## src/rtl/cpurst_pkg.sv

```systemverilog
package cpurst_pkg;

  typedef enum logic [1:0] {
    PH_STRETCH = 2'd0,
    PH_HOLD    = 2'd1,
    PH_DONE    = 2'd2
  } seqPhase_t;

  typedef struct packed {
    logic cntClr;
    logic cntInc;
    logic relCpu;
    logic relStrap;
  } seqStrobe_t;

endpackage

```

## src/rtl/cpurst_dp.sv

```systemverilog
module cpurst_dp
  import cpurst_pkg::*;
#(
  parameter int unsigned STRETCH_CLKS = 100000,
  parameter int unsigned HOLD_CLKS    = 4,
  parameter bit          STRAP_LEVEL  = 1'b0,
  parameter int unsigned CNT_W        = 17
) (
  input  logic       clk,
  input  logic       platRstN,
  input  seqStrobe_t strobe,
  output logic       rstLive,
  output logic       stretchDone,
  output logic       holdDone,
  output logic       cpuRstN,
  output logic       strapVal,
  output logic       strapOe,
  output logic       pinFree
);

  localparam logic [CNT_W-1:0] STRETCH_LAST = CNT_W'(STRETCH_CLKS - 1);
  localparam logic [CNT_W-1:0] HOLD_LAST    = CNT_W'(HOLD_CLKS - 1);

  logic syncA, syncB;
  logic [CNT_W-1:0] cnt;

  // two-flop synchroniser: asserts at once, releases on the clock
  always_ff @(posedge clk or negedge platRstN) begin
    if (!platRstN) begin
      syncA <= 1'b0;
      syncB <= 1'b0;
    end else begin
      syncA <= 1'b1;
      syncB <= syncA;
    end
  end

  assign rstLive = syncB;

  always_ff @(posedge clk or negedge platRstN) begin
    if (!platRstN) begin
      cnt <= '0;
    end else if (strobe.cntClr) begin
      cnt <= '0;
    end else if (strobe.cntInc) begin
      cnt <= cnt + 1'b1;
    end
  end

  assign stretchDone = (cnt == STRETCH_LAST);
  assign holdDone    = (cnt == HOLD_LAST);

  always_ff @(posedge clk or negedge platRstN) begin
    if (!platRstN) begin
      cpuRstN <= 1'b0;
      strapOe <= 1'b1;
      pinFree <= 1'b0;
    end else begin
      if (strobe.relCpu) begin
        cpuRstN <= 1'b1;
      end
      if (strobe.relStrap) begin
        strapOe <= 1'b0;
        pinFree <= 1'b1;
      end
    end
  end

  assign strapVal = STRAP_LEVEL;

  AST_RST_FOLLOWS_SYNC: assert property (@(posedge clk) disable iff (!platRstN)
    !rstLive |-> !cpuRstN) else $error("processor reset left before sync release");

  AST_STRAP_COVERS_RST: assert property (@(posedge clk) disable iff (!platRstN)
    !cpuRstN |-> strapOe) else $error("strap floated during reset");

  AST_STRAP_SETUP: assert property (@(posedge clk) disable iff (!platRstN)
    $rose(cpuRstN) |-> ($past(strapOe, 1) && $past(strapOe, 4))) else $error("strap setup short");

  AST_STRAP_HOLD_MIN: assert property (@(posedge clk) disable iff (!platRstN)
    $fell(strapOe) |-> (cpuRstN && $past(cpuRstN, 2))) else $error("strap hold short");

  AST_PIN_FREE_STICKY: assert property (@(posedge clk) disable iff (!platRstN)
    pinFree |=> pinFree) else $error("pin handover dropped");

endmodule

```

## src/rtl/cpurst_ctl.sv

```systemverilog
module cpurst_ctl
  import cpurst_pkg::*;
(
  input  logic       clk,
  input  logic       platRstN,
  input  logic       rstLive,
  input  logic       stretchDone,
  input  logic       holdDone,
  output seqStrobe_t strobe
);

  seqPhase_t phase, phaseNxt;

  always_ff @(posedge clk or negedge platRstN) begin
    if (!platRstN) begin
      phase <= PH_STRETCH;
    end else begin
      phase <= phaseNxt;
    end
  end

  always_comb begin
    phaseNxt = phase;
    strobe   = '0;
    unique case (phase)
      PH_STRETCH: begin
        if (rstLive) begin
          if (stretchDone) begin
            strobe.relCpu = 1'b1;
            strobe.cntClr = 1'b1;
            phaseNxt      = PH_HOLD;
          end else begin
            strobe.cntInc = 1'b1;
          end
        end
      end
      PH_HOLD: begin
        if (holdDone) begin
          strobe.relStrap = 1'b1;
          strobe.cntClr   = 1'b1;
          phaseNxt        = PH_DONE;
        end else begin
          strobe.cntInc = 1'b1;
        end
      end
      PH_DONE: begin
        phaseNxt = PH_DONE;
      end
      default: begin
        phaseNxt = PH_STRETCH;
      end
    endcase
  end

  AST_DONE_IS_FINAL: assert property (@(posedge clk) disable iff (!platRstN)
    (phase == PH_DONE) |=> (phase == PH_DONE)) else $error("sequence left done phase");

  AST_NO_RELEASE_UNSYNCED: assert property (@(posedge clk) disable iff (!platRstN)
    !rstLive |-> (strobe == '0)) else $error("sequencer moved before sync");

endmodule

```

## src/rtl/cpurst_seq.sv

```systemverilog
module cpurst_seq
  import cpurst_pkg::*;
#(
  parameter int unsigned STRETCH_CLKS = 100000,
  parameter int unsigned HOLD_CLKS    = 4,
  parameter bit          STRAP_LEVEL  = 1'b0
) (
  input  logic clk,
  input  logic platRstN,
  output logic cpuRstN,
  output logic strapVal,
  output logic strapOe,
  output logic pinFree
);

  localparam int unsigned MIN_SETUP = 4;
  localparam int unsigned CNT_MAX   = (STRETCH_CLKS > HOLD_CLKS) ? STRETCH_CLKS : HOLD_CLKS;
  localparam int unsigned CNT_W     = $clog2(CNT_MAX + 1);

  generate
    if (HOLD_CLKS < 2 || HOLD_CLKS > 20) begin : gBadHold
      $error("HOLD_CLKS must lie within 2..20");
    end
    if (STRETCH_CLKS < MIN_SETUP) begin : gBadStretch
      $error("STRETCH_CLKS must be at least 4");
    end
  endgenerate

  seqStrobe_t strobe;
  logic rstLive, stretchDone, holdDone;

  cpurst_ctl u_ctl (
    .clk        (clk),
    .platRstN   (platRstN),
    .rstLive    (rstLive),
    .stretchDone(stretchDone),
    .holdDone   (holdDone),
    .strobe     (strobe)
  );

  cpurst_dp #(
    .STRETCH_CLKS(STRETCH_CLKS),
    .HOLD_CLKS   (HOLD_CLKS),
    .STRAP_LEVEL (STRAP_LEVEL),
    .CNT_W       (CNT_W)
  ) u_dp (
    .clk        (clk),
    .platRstN   (platRstN),
    .strobe     (strobe),
    .rstLive    (rstLive),
    .stretchDone(stretchDone),
    .holdDone   (holdDone),
    .cpuRstN    (cpuRstN),
    .strapVal   (strapVal),
    .strapOe    (strapOe),
    .pinFree    (pinFree)
  );

endmodule

```

## config.mk

```make
export PLATFORM = sky130hd
export DESIGN_NAME = cpurst_seq
export DESIGN_NICKNAME = d
export VERILOG_FILES = /design/src/rtl/cpurst_pkg.sv /design/src/rtl/cpurst_dp.sv /design/src/rtl/cpurst_ctl.sv /design/src/rtl/cpurst_seq.sv
export SDC_FILE = /design/constraint.sdc
export NUM_CORES = 1
export LEC_CHECK = 0
export BUFFER_PORTS_ARGS = -buffer_cell sky130_fd_sc_hd__buf_2
export CAP_MARGIN = 20
export CORE_UTILIZATION = 56
export DETAILED_ROUTE_END_ITERATION = 6
export GPL_TIMING_DRIVEN = 0
export PLACE_DENSITY = 0.71
export SLEW_MARGIN = 20
export SYNTH_ARGS = -nofsm -noshare
export SYNTH_HDL_FRONTEND = slang
export SYNTH_SLANG_ARGS = --single-unit
```

## constraint.sdc

```tcl
create_clock -name clk -period 5 [get_ports clk]
set_clock_uncertainty 0.2 [all_clocks]
set_input_delay 0.25 -clock clk [delete_from_list [all_inputs] [get_ports clk]]
set_output_delay 0.25 -clock clk [all_outputs]
set_load 0.02 [all_outputs]
```

==> results of run 1 <==
[registers in the layout (all words and copies together), names as in the netlist]
register      count
u_dp.syncA        1
u_dp.cpuRstN      1
u_dp.cnt         17
u_dp.pinFree      1
u_dp.rstLive      1
u_ctl.phase       2
u_dp.strapOe      1
[worst max-delay path by stage]
stage / endpoint / slack [ns] / from
detailed placement: u_ctl.phase[1] / 2.80 / u_dp.cnt[0]
global route: u_ctl.phase[1] / 2.65 / u_dp.cnt[0]
CTS: u_ctl.phase[1] / 2.79 / u_dp.cnt[0]
floorplan: u_ctl.phase[1] / 3.05 / u_dp.cnt[0]
finish: u_ctl.phase[1] / 2.79 / u_dp.cnt[0]
global placement: u_ctl.phase[1] / 2.83 / u_dp.cnt[0]
[layout by cell type (no fill, tap or decap), types with 4 or more instances in the layout]
master	instances
sky130_fd_sc_hd__nand3_1	9
sky130_fd_sc_hd__xor2_1	4
sky130_fd_sc_hd__dfrtp_1	23
sky130_fd_sc_hd__buf_2	4
sky130_fd_sc_hd__nand2_1	8
sky130_fd_sc_hd__o211ai_1	4
sky130_fd_sc_hd__inv_1	5
sky130_fd_sc_hd__a21oi_1	4
sky130_fd_sc_hd__nor2_1	10
sky130_fd_sc_hd__xnor2_1	9
sky130_fd_sc_hd__nor3_1	5
[power groups by stage]
stage / clock network (mW) / logic [mW] / registers, mW
detailed placement: 0 / 0.0715 / 0.243
floorplan: 0 / 0.0589 / 0.236
global route: 0.0985 / 0.0818 / 0.243
CTS: 0.0883 / 0.0734 / 0.238
finish: 0.0869 / 0.0726 / 0.239
global placement: 0 / 0.0701 / 0.242
[kinds of logic after synthesis]
group,share of synthesized area
AO/OA/AOI/OAI,0.0940
XOR/XNOR,0.0891
adder cells (fa/ha/maj),0.0294
buffers and inverters,0.0392
flip-flops,0.471
multiplexers,0.0167
other,0.00588
AND/OR/NAND/NOR,0.255
[layout make-up]
cell class | count | area share
repair buffers | 5 | 0.0220
flip-flops and latches | 24 | 0.440
inverters | 5 | 0.0137
multi-input cells | 91 | 0.457
plain buffers | 4 | 0.0229
well taps | 27 | 0.0247
clock buffers | 4 | 0.0192
[per-stage QoR]
step	worst slack, ns	cell area [µm²]	util
after floorplan	3.05	1280	-
after global placement	2.83	1330	0.646
after detailed placement	2.80	1330	0.646
after CTS	2.79	1370	0.663
after global routing	2.65	1370	0.663
final	2.79	1370	0.663
[layer usage]
layer  vias up  share of wire  track usage
met1       428           0.51        0.289
met3         5          0.016       0.0432
met5         -              0            0
met2         6           0.46        0.338
met4         0          0.014       0.0857
li1        445              -            -
[timing repair]
item / 4_1_cts / 5_1_grt
buffers inserted: 0 / 0
hold buffers: 1 / 0
endpoints found under the hold margin: 23 / 0
[worst max-delay path, cell delays in order (launching register included)]
cell,delay [ns]
sky130_fd_sc_hd__dfrtp_1,0.43
sky130_fd_sc_hd__ha_1,0.27
sky130_fd_sc_hd__nand4_1,0.26
sky130_fd_sc_hd__nor3_2,0.30
sky130_fd_sc_hd__nand3_1,0.15
sky130_fd_sc_hd__a21oi_2,0.17
sky130_fd_sc_hd__mux2_1,0.33
==> out/results.md, run 1 <==
| Metric | Reported | Unit |
|:---|:---|:---|
| FF-to-FF path depth | 6 | - |
| Initial core utilization | 0.620 | - |
| Area growth syn-to-layout | 7.05 | % |
| Biggest fanout along the worst timing path | 4 | - |
| Syn nets | 129 | - |
| CTS root buf | sky130_fd_sc_hd__clkbuf_4 | - |
| Combined area of the multi-input logic cells | 626 | µm² |
| Top post-synthesis cells by count | sky130_fd_sc_hd__dfrtp_1 (23), sky130_fd_sc_hd__nor2_1 (10), sky130_fd_sc_hd__nand3_1 (9), sky130_fd_sc_hd__xnor2_1 (9), sky130_fd_sc_hd__nand2_1 (8) | - |
| Hold EP | u_dp.rstLive | - |
| Number of antenna violations at the first check in global routing | 0 | - |
| Number of sinks on the clock net | 24 | - |
| Non-filler cells, final | 160 | - |
| Maximum clock frequency | 453 | MHz |
| Average cell area after synthesis | 10.3 | µm² |
| Warning count from the yosys run | 0 | - |
| Post-synthesis cell area | 1280 | µm² |
| Total congestion overflow | 0 | - |
| Number of antenna-violating nets in the routed design | 0 | - |
| Number of max-cap violations | 0 | - |
| Wire length of the first global-routing pass | 4000 | µm |
| Number of enable flip-flop cells after synthesis | 0 | - |
| Total CTS buffers | 3 | - |
| Via count | 884 | - |
| Final Power | 0.399 | mW |
| Most instantiated flip-flop cell in the synthesis netlist | sky130_fd_sc_hd__dfrtp_1 | - |
| Worst min path class | reg -> reg | - |
| Most common cell in the synthesized netlist | sky130_fd_sc_hd__dfrtp_1 | - |
| Worst hold stages | 0 | - |
| Height of the die | 49.8 | µm |
| Tightest Pin Transition | 0.536 | ns |
| Count of standard-cell rows | 16 | - |
| Worst IR Drop VDD | 0.189 | mV |
| RSZ-0062 raised after global routing | no | - |
| Insertion delay of the later-clocked pin in the worst-skew pair | 0.31 | ns |
| Total of fill cells in the finished design | 176 | - |
| Switching power share of the total | 0.305 | - |
| CORE AREA | 2060 | µm² |
| Final wirelength | 2200 | µm |
| Cell area power density | 292 | nW/µm² |
| Min Hold Slack | 0.172 | ns |
| Top cell type by total area after synthesis | sky130_fd_sc_hd__dfrtp_1 | - |
| Number of buffers inserted by port buffering | 4 | - |
| Fraction of power consumed by the clock network | 0.218 | - |
| Number of diodes added for antenna fixing | 0 | - |
| Total routing resource utilization after global routing | 0.215 | - |
| Capture instance of the worst register-to-register path | u_ctl.phase[1] | - |
| Async S/R FF share, synth | 1.00 | - |
| Req. time, crit path | 5.01 | ns |
| # DRC | 0 | - |
| CTS tree | yes | - |
| Post-DP HPWL | 1670 | µm |
| Static Leakage | 0.604 | nW |
| Number of search-and-repair iterations in the first detailed-routing pass | 4 | - |
| Synth unique cells | 40 | - |
| Gp weighted congestion | 0.757 | - |
| P_int | 0.277 | mW |
| Share of the synthesized area in the top cell type | 0.451 | - |
| Slew margin rel. | 0.642 | - |
| I/O pins | 6 | - |
| Layout cells sized above 1 | 0.173 | - |
| Pin count of the biggest net entering global routing | 25 | - |
| Worst endpoint data arrival time | 2.22 | ns |
| Ratio of routed vias to standard cells | 5.53 | - |
| Placed Instances | 155 | - |
| Startpoint type of the worst setup path | flip-flop | - |
| Fin crit period | 2.21 | ns |
| Post-Syn Instances | 124 | - |
| First DRT Iteration DRCs | 23 | - |
| Critical path class | reg -> reg | - |
| R2r startpoint | u_dp.cnt[0] | - |
| Setup TNS Final | 0 | ns |
| Number of synthesized register bits | 24 | - |
| Combinational group share of total power | 0.182 | - |
| Routed length per instance | 13.7 | µm |
| Outcome | finished, final reports clean | - |
| Power share of the sequential group | 0.600 | - |
| NumNets Final | 139 | - |
| Switch Pwr | 0.122 | mW |
| Hold Violations, Final | 0 | - |
| Share of the cycle needed by the critical path after routing | 0.442 | - |
| Crit. End Element | flip-flop | - |
| Number of pins exceeding their max-slew limit in the final report | 0 | - |
| Number of gates resized after CTS | 0 | - |
| Finish-stage setup viols | 0 | - |
| Seq/Total Area, Yosys | 0.471 | - |
| Width of the chip | 49.8 | µm |
| Sequential standard cell area | 602 | µm² |
| Total die area | 2480 | µm² |
| Worst reg-to-reg setup slack | 2.79 | ns |
| Vias in the first global route | 915 | - |
| Clock Tree Buf Depth | 2 | - |
| H-Tree Level Count | 1 | - |
| Cells taking the most area after synthesis | sky130_fd_sc_hd__dfrtp_1 (45%), sky130_fd_sc_hd__xnor2_1 (6.2%), sky130_fd_sc_hd__nand3_1 (3.5%) | - |
| Clock slew at reported path FFs | 0.12 | ns |
| Launch point of the worst hold path | u_dp.syncA | - |
No activity file was read; power rests on OpenSTA's default activity.
==> run 2: changes to the inputs <==
- ABC_AREA: not set -> 1
- CORE_ASPECT_RATIO: not set -> 2
- CORE_UTILIZATION: 56 -> 54
- clock period: 5 -> 1.9 ns (I/O delays scaled with it)
==> run 2 against run 1 <==
- global-route usage increased by 3.4 points
- maximum frequency increased by 24%
- wire length increased by 54%
- worst setup slack got worse by 2.7 ns
- sequential cell count unchanged
- combinational power increased to 3.1 times the previous value
- area after synthesis increased by 19%
- sequential share of layout area decreased by 8.3 points
- clock power increased to 5.2 times the previous value
- critical path type unchanged
- critical endpoint is now u_dp.cnt[3]
==> out/results.md, run 2 <==
| Metric | Reported | Unit |
|:---|:---|:---|
| Syn nets | 223 | - |
| Clock slew at reported path FFs | 0.09 | ns |
| Outcome | finished, final reports clean | - |
| XOR/XNOR share of the synthesized area | 0.0346 | - |
| # DRC | 0 | - |
| Switch Pwr | 0.383 | mW |
| Most instantiated flip-flop cell in the synthesis netlist | sky130_fd_sc_hd__dfrtp_1 | - |
| Count of standard-cell rows | 26 | - |
| Combinational group share of total power | 0.173 | - |
| Area growth syn-to-layout | 10.9 | % |
| Post-synthesis adder-cell area fraction | 0.0247 | - |
| Synth unique cells | 27 | - |
| Placed Instances | 250 | - |
| Number of max-cap violations | 0 | - |
| Number of synthesized register bits | 24 | - |
| Total die area | 3040 | µm² |
| Req. time, crit path | 1.86 | ns |
| H-Tree Level Count | 1 | - |
| Biggest fanout along the worst timing path | 10 | - |
| Crit. End Element | flip-flop | - |
| Seq/Total Area, Yosys | 0.396 | - |
| Main combinational cell family by area after synthesis | simple AND/OR/NAND/NOR gates | - |
| Max reg flops | 17 | - |
| Total routing resource utilization after global routing | 0.249 | - |
| Height of the die | 77.0 | µm |
| Simple logic cell fraction of the synthesized area | 0.403 | - |
| Slew margin rel. | 0.644 | - |
| Number of sinks on the clock net | 24 | - |
| CP max stage delay | 0.38 | ns |
| Wire length of the first global-routing pass | 5460 | µm |
| Synth Area in Compound Gates | 0.0577 | - |
| Number of buffer and inverter instances along the worst setup path | 3 | - |
| Non-filler cells, final | 258 | - |
| CORE AREA | 2600 | µm² |
| Maximum clock frequency | 563 | MHz |
| Async S/R FF share, synth | 1.00 | - |
| Fraction of power consumed by the clock network | 0.345 | - |
| P_int | 0.926 | mW |
| Final wirelength | 3390 | µm |
| Insertion delay of the later-clocked pin in the worst-skew pair | 0.27 | ns |
| Largest delay contributor family on the critical path | flip-flops | - |
| Final Power | 1.31 | mW |
| Warning count from the yosys run | 0 | - |
| Via count | 1394 | - |
| Cell chain of the critical path | inv_1, ha_1, a21oi_4, inv_4, buf_2, nand3_1, nand2_1 | - |
| Power share of the sequential group | 0.482 | - |
| Number of antenna violations at the first check in global routing | 0 | - |
| Switching power share of the total | 0.292 | - |
| Number of diodes added for antenna fixing | 0 | - |
| Setup TNS Final | 0 | ns |
| Share of the synthesized area in the top cell type | 0.379 | - |
| Min Hold Slack | 0.132 | ns |
| Startpoint type of the worst setup path | flip-flop | - |
| Clock Tree Buf Depth | 2 | - |
| Cell type of the slowest stage on the worst timing path | sky130_fd_sc_hd__dfrtp_1 | - |
| Number of search-and-repair iterations in the first detailed-routing pass | 4 | - |
| Worst endpoint data arrival time | 1.74 | ns |
| CTS tree | yes | - |
| Post-DP HPWL | 2530 | µm |
| NumNets Final | 236 | - |
| Number of enable flip-flop cells after synthesis | 0 | - |
| Fin crit period | 1.77 | ns |
| Ratio of routed vias to standard cells | 5.40 | - |
| Number of buffers inserted by port buffering | 4 | - |
| Cell area power density | 777 | nW/µm² |
| Static Leakage | 0.830 | nW |
| Multiplexer share of the synthesized area | 0 | - |
| CTS root buf | sky130_fd_sc_hd__clkbuf_8 | - |
| Highest-count cells in the layout ignoring fill and taps | sky130_fd_sc_hd__nand2_1 (67), sky130_fd_sc_hd__nor2_1 (29), sky130_fd_sc_hd__nand3_1 (26) | - |
| Number of antenna-violating nets in the routed design | 0 | - |
| First DRT Iteration DRCs | 87 | - |
| I/O pins | 6 | - |
| Total CTS buffers | 3 | - |
| Layout cells sized above 1 | 0.139 | - |
| Finish-stage setup viols | 0 | - |
| Worst IR Drop VDD | 0.820 | mV |
| Cells taking the most area after synthesis | sky130_fd_sc_hd__dfrtp_1 (38%), sky130_fd_sc_hd__nand2_1 (17%), sky130_fd_sc_hd__nand3_1 (8.6%) | - |
| Most common cell in the synthesized netlist | sky130_fd_sc_hd__nand2_1 | - |
| Post-synthesis cell area | 1520 | µm² |
| Worst min path class | in -> async | - |
| Registers with the most flip-flops | u_dp.cnt (17), u_ctl.phase (2) | - |
| Share of the cycle needed by the critical path after routing | 0.934 | - |
| Width of the chip | 39.5 | µm |
| Post-Syn Instances | 218 | - |
| Routed length per instance | 13.1 | µm |
| Top cell type by total area after synthesis | sky130_fd_sc_hd__dfrtp_1 | - |
| Top post-synthesis cells by count | sky130_fd_sc_hd__nand2_1 (67), sky130_fd_sc_hd__nor2_1 (29), sky130_fd_sc_hd__nand3_1 (26) | - |
| Post-Route Utilization | 0.647 | - |
| Pin count of the biggest net entering global routing | 25 | - |
| Average cell area after synthesis | 6.97 | µm² |
| Tightest Pin Transition | 0.534 | ns |
| Initial core utilization | 0.584 | - |
| Gp weighted congestion | 0.900 | - |
| RSZ-0062 raised after global routing | no | - |
| Number of pins exceeding their max-slew limit in the final report | 0 | - |
| Largest Register | u_dp.cnt | - |
| Critical path class | reg -> reg | - |
| Total of fill cells in the finished design | 236 | - |
| Hold Violations, Final | 0 | - |
| Most common cell after layout, fill and taps aside | sky130_fd_sc_hd__nand2_1 | - |
| Total congestion overflow | 0 | - |
| Vias in the first global route | 1338 | - |
-- run 2: cell types whose count changed after synthesis, moves of 4 or more --
cell and change:
sky130_fd_sc_hd__o211ai_1 -4, sky130_fd_sc_hd__xnor2_1 -8, sky130_fd_sc_hd__o21ai_0 +7, sky130_fd_sc_hd__nand3_1 +17
sky130_fd_sc_hd__nand2_1 +59, sky130_fd_sc_hd__nor2_1 +19, sky130_fd_sc_hd__inv_1 +17
-- run 2: final cells by class --
cell class / instances / area (µm²) / share of cell area
plain buffers: 6 / 35.0 / 0.0208
clock buffers: 3 / 41.3 / 0.0245
clock inverters: 1 / 30.0 / 0.0178
inverters: 23 / 88.8 / 0.0527
multi-input cells: 165 / 800 / 0.475
flip-flops and latches: 24 / 602 / 0.357
well taps: 28 / 35.0 / 0.0208
repair buffers: 8 / 52.6 / 0.0312
-- run 2: timing repair --
item / in CTS / in global routing
pin swaps: 1 / 1
endpoints found under the hold margin: 24 / 0
buffers inserted: 0 / 3
endpoints found under the setup margin: 10 / 11
hold buffers: 1 / 0
gates resized for setup: 1 / 4
-- run 2: power groups by stage --
stage                     combinational [mW]  clock (mW)  sequential (mW)
final                                  0.226       0.452            0.631
after global routing                   0.258       0.483            0.638
after CTS                              0.220       0.463            0.628
after detailed placement               0.216           0            0.637
after global placement                 0.210           0            0.635
after floorplan                        0.175           0            0.620
-- run 2: path summary, 6_finish.rpt --
| kind | slack (ns) | start | depth (start not counted) | endpoint |
|---|---|---|---|---|
| max | 0.13 | u_ctl.phase[0] | 7 | u_dp.cnt[3] |
| min | 0.13 | platRstN | 2 | u_dp.cnt[12] |
| max reg2reg | 0.13 | u_ctl.phase[0] | 7 | u_dp.cnt[3] |
| min reg2reg | 0.19 | u_dp.syncA | 0 | u_dp.rstLive |
| max in group asynchronous | 1.00 | platRstN | 2 | u_dp.strapOe |
| min in group clk | 0.19 | u_dp.syncA | 0 | u_dp.rstLive |
-- run 2: per-stage QoR --
step	setup WS, ns	area [µm²]
3_3_place_gp	-0.0995	1570
2_1_floorplan	0.205	1520
5_1_grt	0.0169	1680
6_report	0.125	1680
4_1_cts	0.0110	1660
3_5_place_dp	-0.136	1570
-- run 2: metal layers --
layer	up-vias	wire [µm]	track usage
met4	0	115	0.152
met2	36	1840	0.433
met3	11	125	0.0260
met5	-	0	0
met1	638	1310	0.256
li1	709	-	-
-- run 2: cells by family after synthesis --
group           after synthesis
other cells                   2
buf+inv                      29
flops                        24
fa+ha+maj                     3
compound gates               14
xor+xnor                      6
simple gates                140
